[src/rtl/tmr_pin_pkg.sv]
package tmr_pin_pkg;

  typedef enum logic [1:0] {
    REG_STATE    = 2'd0,
    REG_ENABLE   = 2'd1,
    REG_MODE     = 2'd2,
    REG_POLARITY = 2'd3
  } regAddr_t;

  // write strobes from control to datapath, one per register
  typedef struct packed {
    logic wrState;
    logic wrEnable;
    logic wrMode;
    logic wrPolarity;
  } regStrobe_t;

endpackage

[src/rtl/tmr_pin_ctrl.sv]
module tmr_pin_ctrl
  import tmr_pin_pkg::*;
#(
  parameter int NUM_CH = 8
) (
  input  logic              busWrEn,
  input  logic [1:0]        busWrAddr,
  input  logic [NUM_CH-1:0] busWrMask,
  input  logic [NUM_CH-1:0] evtIn,
  input  logic [NUM_CH-1:0] enQ,
  input  logic [NUM_CH-1:0] modeQ,
  input  logic [NUM_CH-1:0] polQ,
  output regStrobe_t        strobe,
  output logic [NUM_CH-1:0] swWrMask,
  output logic [NUM_CH-1:0] hwSet,
  output logic [NUM_CH-1:0] hwClr,
  output logic [NUM_CH-1:0] hwTog
);

  regAddr_t wrSel;

  always_comb begin
    wrSel             = regAddr_t'(busWrAddr);
    strobe            = '0;
    strobe.wrState    = busWrEn && (wrSel == REG_STATE);
    strobe.wrEnable   = busWrEn && (wrSel == REG_ENABLE);
    strobe.wrMode     = busWrEn && (wrSel == REG_MODE);
    strobe.wrPolarity = busWrEn && (wrSel == REG_POLARITY);
  end

  // software reaches the pin only where hardware control is off
  assign swWrMask = strobe.wrState ? (busWrMask & ~enQ) : '0;

  for (genvar n = 0; n < NUM_CH; n++) begin : g_ch
    logic masterEvt;
    logic slaveEvt;
    logic setEvt;
    logic clrEvt;
    logic pairMode;

    if (n % 2 == 1) begin : g_odd
      assign masterEvt = evtIn[n-1];
    end else begin : g_even
      assign masterEvt = 1'b0;
    end

    assign slaveEvt = evtIn[n];
    assign pairMode = modeQ[n];
    assign setEvt   = polQ[n] ? slaveEvt  : masterEvt;
    assign clrEvt   = polQ[n] ? masterEvt : slaveEvt;

    assign hwClr[n] = enQ[n] &  pairMode & clrEvt;
    assign hwSet[n] = enQ[n] &  pairMode & setEvt & ~clrEvt;
    assign hwTog[n] = enQ[n] & ~pairMode & slaveEvt;
  end

endmodule

[src/rtl/tmr_pin_dp.sv]
module tmr_pin_dp
  import tmr_pin_pkg::*;
#(
  parameter int NUM_CH = 8
) (
  input  logic              clk,
  input  logic              rstN,
  input  regStrobe_t        strobe,
  input  logic [NUM_CH-1:0] wrData,
  input  logic [NUM_CH-1:0] cfgMask,
  input  logic [NUM_CH-1:0] swWrMask,
  input  logic [NUM_CH-1:0] hwSet,
  input  logic [NUM_CH-1:0] hwClr,
  input  logic [NUM_CH-1:0] hwTog,
  input  logic [1:0]        rdAddr,
  output logic [NUM_CH-1:0] rdData,
  output logic [NUM_CH-1:0] stQ,
  output logic [NUM_CH-1:0] enQ,
  output logic [NUM_CH-1:0] modeQ,
  output logic [NUM_CH-1:0] polQ
);

  always_ff @(posedge clk or negedge rstN) begin
    if (!rstN) begin
      enQ  <= '0;
      polQ <= '0;
    end else begin
      if (strobe.wrEnable)   enQ  <= (enQ  & ~cfgMask) | (wrData & cfgMask);
      if (strobe.wrPolarity) polQ <= (polQ & ~cfgMask) | (wrData & cfgMask);
    end
  end

  for (genvar n = 0; n < NUM_CH; n++) begin : g_bit
    if (n % 2 == 1) begin : g_modeFf
      always_ff @(posedge clk or negedge rstN) begin
        if (!rstN)                           modeQ[n] <= 1'b0;
        else if (strobe.wrMode && cfgMask[n]) modeQ[n] <= wrData[n];
      end
    end else begin : g_modeTie
      assign modeQ[n] = 1'b0;
    end

    always_ff @(posedge clk or negedge rstN) begin
      if (!rstN)            stQ[n] <= 1'b0;
      else if (swWrMask[n]) stQ[n] <= wrData[n];
      else if (hwClr[n])    stQ[n] <= 1'b0;
      else if (hwSet[n])    stQ[n] <= 1'b1;
      else if (hwTog[n])    stQ[n] <= ~stQ[n];
    end
  end

  always_comb begin
    unique case (regAddr_t'(rdAddr))
      REG_STATE:    rdData = stQ;
      REG_ENABLE:   rdData = enQ;
      REG_MODE:     rdData = modeQ;
      REG_POLARITY: rdData = polQ;
      default:      rdData = stQ;
    endcase
  end

endmodule

[src/rtl/tmr_pin_out.sv]
module tmr_pin_out
  import tmr_pin_pkg::*;
#(
  parameter int NUM_CH = 8
) (
  input  logic              clk,
  input  logic              rstN,
  input  logic [NUM_CH-1:0] evtIn,
  input  logic              busWrEn,
  input  logic [1:0]        busWrAddr,
  input  logic [NUM_CH-1:0] busWrData,
  input  logic [NUM_CH-1:0] busWrMask,
  input  logic [1:0]        busRdAddr,
  output logic [NUM_CH-1:0] busRdData,
  output logic [NUM_CH-1:0] pinOut
);

  regStrobe_t        strobe;
  logic [NUM_CH-1:0] swWrMask;
  logic [NUM_CH-1:0] hwSet;
  logic [NUM_CH-1:0] hwClr;
  logic [NUM_CH-1:0] hwTog;
  logic [NUM_CH-1:0] enQ;
  logic [NUM_CH-1:0] modeQ;
  logic [NUM_CH-1:0] polQ;

  tmr_pin_ctrl #(.NUM_CH(NUM_CH)) u_ctrl (
    .busWrEn   (busWrEn),
    .busWrAddr (busWrAddr),
    .busWrMask (busWrMask),
    .evtIn     (evtIn),
    .enQ       (enQ),
    .modeQ     (modeQ),
    .polQ      (polQ),
    .strobe    (strobe),
    .swWrMask  (swWrMask),
    .hwSet     (hwSet),
    .hwClr     (hwClr),
    .hwTog     (hwTog)
  );

  tmr_pin_dp #(.NUM_CH(NUM_CH)) u_dp (
    .clk      (clk),
    .rstN     (rstN),
    .strobe   (strobe),
    .wrData   (busWrData),
    .cfgMask  (busWrMask),
    .swWrMask (swWrMask),
    .hwSet    (hwSet),
    .hwClr    (hwClr),
    .hwTog    (hwTog),
    .rdAddr   (busRdAddr),
    .rdData   (busRdData),
    .stQ      (pinOut),
    .enQ      (enQ),
    .modeQ    (modeQ),
    .polQ     (polQ)
  );

endmodule

[config.mk]
export PLATFORM = sky130hd
export DESIGN_NAME = tmr_pin_out
export DESIGN_NICKNAME = d
export VERILOG_FILES = /design/src/rtl/tmr_pin_pkg.sv /design/src/rtl/tmr_pin_ctrl.sv /design/src/rtl/tmr_pin_dp.sv /design/src/rtl/tmr_pin_out.sv
export SDC_FILE = /design/constraint.sdc
export NUM_CORES = 1
export LEC_CHECK = 0
export ABC_AREA = 1
export BUFFER_PORTS_ARGS = -buffer_cell sky130_fd_sc_hd__clkbuf_2
export CORE_MARGIN = 3
export CORE_UTILIZATION = 45
export DETAILED_ROUTE_END_ITERATION = 12
export PLACE_DENSITY = 0.7
export SYNTH_ARGS = -nofsm -noshare
export SYNTH_HDL_FRONTEND = slang
export SYNTH_SLANG_ARGS = --single-unit
export TNS_END_PERCENT = 100
[constraint.sdc]
create_clock -name clk -period 2 [get_ports clk]
set_input_delay 0.6 -clock clk [delete_from_list [all_inputs] [get_ports clk]]
set_output_delay 0.6 -clock clk [all_outputs]
set_load 0.02 [all_outputs]
# Yosys cells after proc, flatten, opt, wreduce, memory -nomap -nowiden
# Cells that the tools add are included.
# word_totals
regBits	28
inputBits	31
out_inout_bits	16
elab_cells	124
# classes
n_eq_ne	6
muxes	34
n_bitwise	52
n_reduce_logical	18
# ops
operator	n
bitwise AND 8 bit	4
two-way mux 1 bit	32
one-hot mux 8 bit (4 select lines)	1
bitwise AND 1 bit	28
inverter 1 bit	16
inverter 8 bit	2
bitwise OR 8 bit	2
nonzero test 4 bit	4
== test 2 bit (second input constant)	4
logical AND 1 bit	8
two-way mux 8 bit	1
nonzero test 2 bit	4
== test 2 x 1 -> 1 bit (second input constant)	2
zero test 2 bit	2

# Depth between registers and ports, before layout
# logic_depth
word_depth	7
depth_mapped	9
mapped_depth_nobuf	9

# Cells and area by module
# Synthesis repeated with hierarchy kept, for this count alone.
# hier_totals
hier_cells	331
area_unflattened_um2	1990.7
# by_module_without_submodules
mod	instances	cells_each	area_each_um2	seq_area_each_um2
tmr_pin_dp	1	227	1562.7	700.7
tmr_pin_ctrl	1	104	427.9	0.0

# Worst setup path after synthesis
# OpenSTA, ideal clock, no wires.
# synth_timing
path_kind	input port to output port
startpoint	input busRdAddr[1]
endpoint	output busRdData[2]
arrival_time_ps	1345
t_required_ps	1400
slack_ps	55
stages	3
path_buffers	0
path_cell_list	nor2_1 > inv_1 > o211ai_1
# synth_between
elab_chain_len	2
word_cells_on_any_way	5
cone_classes	eq/ne: 3; mux: 1; reduce/logical: 1
# synth_lines
element	line	text
start: declaration	tmr_pin_out.sv:13	input logic [1:0] busRdAddr,
== test 2 bit, or another cell as far along	tmr_pin_dp.sv:53	unique case (regAddr_t'(rdAddr))
one-hot mux 8 bit (4 select lines) (*)	tmr_pin_dp.sv:53	
end: declaration	tmr_pin_out.sv:14	output logic [NUM_CH-1:0] busRdData,
# Mark *: on every way between the ends. The rest lies on a longest branch, timed or not.

# Worst setup path after layout
# layout_timing
startpoint	input busRdAddr[1]
endpoint	output busRdData[7]
# The elaborated chain is that of the path after synthesis.

==> results_dict.tcl <==
set metrics [dict create \
    post_synth_instance_area_um2 1675 \
    cts.sink_count 28 \
    asyncSetResetFlopFracSynth 1.000 \
    remaining_drc_errors 0 \
    seq_area_frac_synth 0.4182 \
    timing.reg2reg.worst_path_depth 8 \
    worst-setup-path-type "in2out" \
    diodes 0 \
    clock_insertion_delay_worst_skew_ns 0.27 \
    routabilityCongestion 0.8220 \
    drt-vias-per-instance 4.997 \
    slew_viol_final 0 \
    start_kind "input pin" \
    reg2reg_slack_ns 0.92 \
    clock_tree_from_tritoncts "yes" \
    postCtsHoldBufs 0 \
    synth_area_leader "dfrtp_1" \
    clock_slew_at_the_register_clock_pins_of_the_worst_setup_and_hold_paths_ns 0.10 \
    crit-reg2reg-capture "u_dp.stQ[3]" \
    period_needed_ns 1.977 \
    holdCritPathClass "in2async" \
    skew_ns 0.002732 \
    ys.flop_type "dfrtp_1" \
    ys_seq_elements 28 \
    grt_max_degree 29 \
    max-vdd-ir-drop_v 0.0004478 \
    drt_pass1_iterations 4 \
    grt_util_all_layers 0.1987 \
    cts.root.buffer_cell "clkbuf_8" \
    wl_per_cell_um 12.28 \
    cp_max_fo 4 \
    die_h_um 67.02 \
    number_of_antenna_violations_at_the_first_check_in_global_routing 0 \
    post-place-ws_ns -0.003882 \
    critical_path_at_ns 1.38 \
    synth.net_count 269 \
    numCtsBuffers 3 \
    power.static_leakage_nw 1.100 \
    nets 323 \
    grt_pass1_vias 1446 \
    post_cts_resize_count 2 \
    postSynthAreaPerCell_um2 7.039 \
    io_pins 47 \
    timing_hold_violations_final 0 \
    setup_violations 0 \
    top_cells_by_count_synth "nand2_1, inv_1, dfrtp_1" \
    h-tree-depth 1 \
    core_region_area_um2 3468 \
    final.fill_count 345 \
    rows 21 \
    synth-edff-count 0 \
    wp_data_required_ns 1.40 \
    vias 1684 \
    dp_hpwl_um 3144 \
    final_sum_of_negative_setup_slack_ns 0 \
    crit_path_end_kind "output pin" \
    postLayoutCoreUtil 0.5970 \
    clock_tree.buffer_depth 2 \
    post-synth-top-count-cell "nand2_1" \
    yosys_warnings 0 \
    synthTopCellsByArea "dfrtp_1, nand2_1, inv_1" \
    share_of_yosys_cell_area_claimed_by_the_top_area_cell_type 0.4182 \
    drive_gt1_frac 0.2131 \
    initial_utilization 0.4830 \
    max_slew_headroom 0.5267 \
    grt_setup_unrepaired "true" \
    globalRoute.totalOverflow 0 \
    die_area_um2 4491 \
    cap_violations 0 \
    tightest_slew_ns 0.7099 \
    placement.cell_area_um2 1982 \
    final_setup_slack_of_the_worst_path_ns 0.02295 \
    drt_wl_total_um 4139 \
    syn-instance-count 238 \
    fmax_ghz 0.5058 \
    antenna_left 0 \
    number_of_instances_in_the_placed_design 333 \
    outcome "completed" \
    dr.first_iter.drc_count 92 \
    input_output_buffers 46 \
    area_growth_pct 23.60 \
    die-width_um 67.02 \
    power_density_nw_per_um2 1024 \
    synthDistinctLibCells 22 \
    layout.cell_area.non_filler_um2 2071 \
    postCtsSetupRepairBufs 0 \
    grt_pass1_wl_um 6762 \
    fin_cells 337 \
    final.period_utilization 0.9885 \
]
## worst max-delay path by stage
stage	start	endpoint	slack [ns]	depth (start not counted)
4_1_cts	busRdAddr[1]	busRdData[2]	0.004	6
3_3_place_gp	busRdAddr[0]	busRdData[7]	0.02	7
6_report	busRdAddr[1]	busRdData[7]	0.02	7
2_1_floorplan	busRdAddr[1]	busRdData[2]	0.05	3
5_1_grt	busRdAddr[0]	busRdData[5]	-0.04	7
3_5_place_dp	busRdAddr[0]	busRdData[7]	-0.004	7
## placed cells by master, fill, tap and decap left out
cell / netlist / layout
inv_2: 1 / 2
nand3b_1: 3 / 3
nand3_1: 12 / 12
o21ai_0: 24 / 24
nand4_1: 1 / 1
buf_2: 0 / 1
nand2_2: 2 / 2
buf_4: 0 / 10
o31ai_1: 1 / 1
bufinv_16: 0 / 1
a31oi_1: 8 / 8
o2111ai_1: 3 / 3
nor2_1: 14 / 13
clkbuf_8: 0 / 3
nand2_1: 73 / 73
xor2_1: 4 / 4
nor3_4: 1 / 1
o22ai_1: 1 / 1
nor2_4: 1 / 1
clkbuf_2: 0 / 39
nor2_2: 1 / 2
dfrtp_1: 28 / 28
inv_1: 42 / 41
a21oi_1: 12 / 12
o211ai_1: 4 / 4
o21ai_1: 1 / 1
## worst max-delay path, stage by stage
cell and delay (ns):
clkbuf_2 0.11, nand2_1 0.11, inv_2 0.05, buf_4 0.13, nand2_1 0.05, o2111ai_1 0.14, buf_4 0.19
## per-layer routing
metal  track usage  up-vias  share of wire
met1        0.2886      752           0.49
li1              -      878              -
met2        0.3006       52           0.44
met4       0.06076        0         0.0060
met5             0        -              0
met3       0.03035        2          0.065
## through the flow
step	hold WS [ns]	power [mW]
2_1_floorplan	0.3044	1.390
3_3_place_gp	0.5031	1.655
3_5_place_dp	0.5153	1.670
4_1_cts	0.3777	2.126
5_1_grt	0.3959	2.271
6_report	0.3557	2.120
## report_power, final
part | switching, mW | total [mW] | internal (mW)
Combinational | 0.484 | 0.799 | 0.315
Clock | 0.179 | 0.447 | 0.268
Sequential | 0.148 | 0.874 | 0.727
## logic make-up after synthesis
group                     Yosys count  synth area share
DFF                                28            0.4182
buffers and inverters              44            0.1031
AOI/OAI and AO/OA                  54            0.1822
and+or+nand+nor                   108            0.2756
xor gates and xnor gates            4           0.02091
## final cells by class
cell class                 count  area (µm²)  share of cell area
tap                           46       57.56             0.02779
inverter                      43       161.4             0.07795
clock buffer                   3       41.29             0.01994
sequential                    28       700.7              0.3384
multi-input combinational    166       804.5              0.3885
timing repair buffer          50       275.3              0.1329
clock inverter                 1       30.03             0.01450
(Power assumes the default switching activity.)
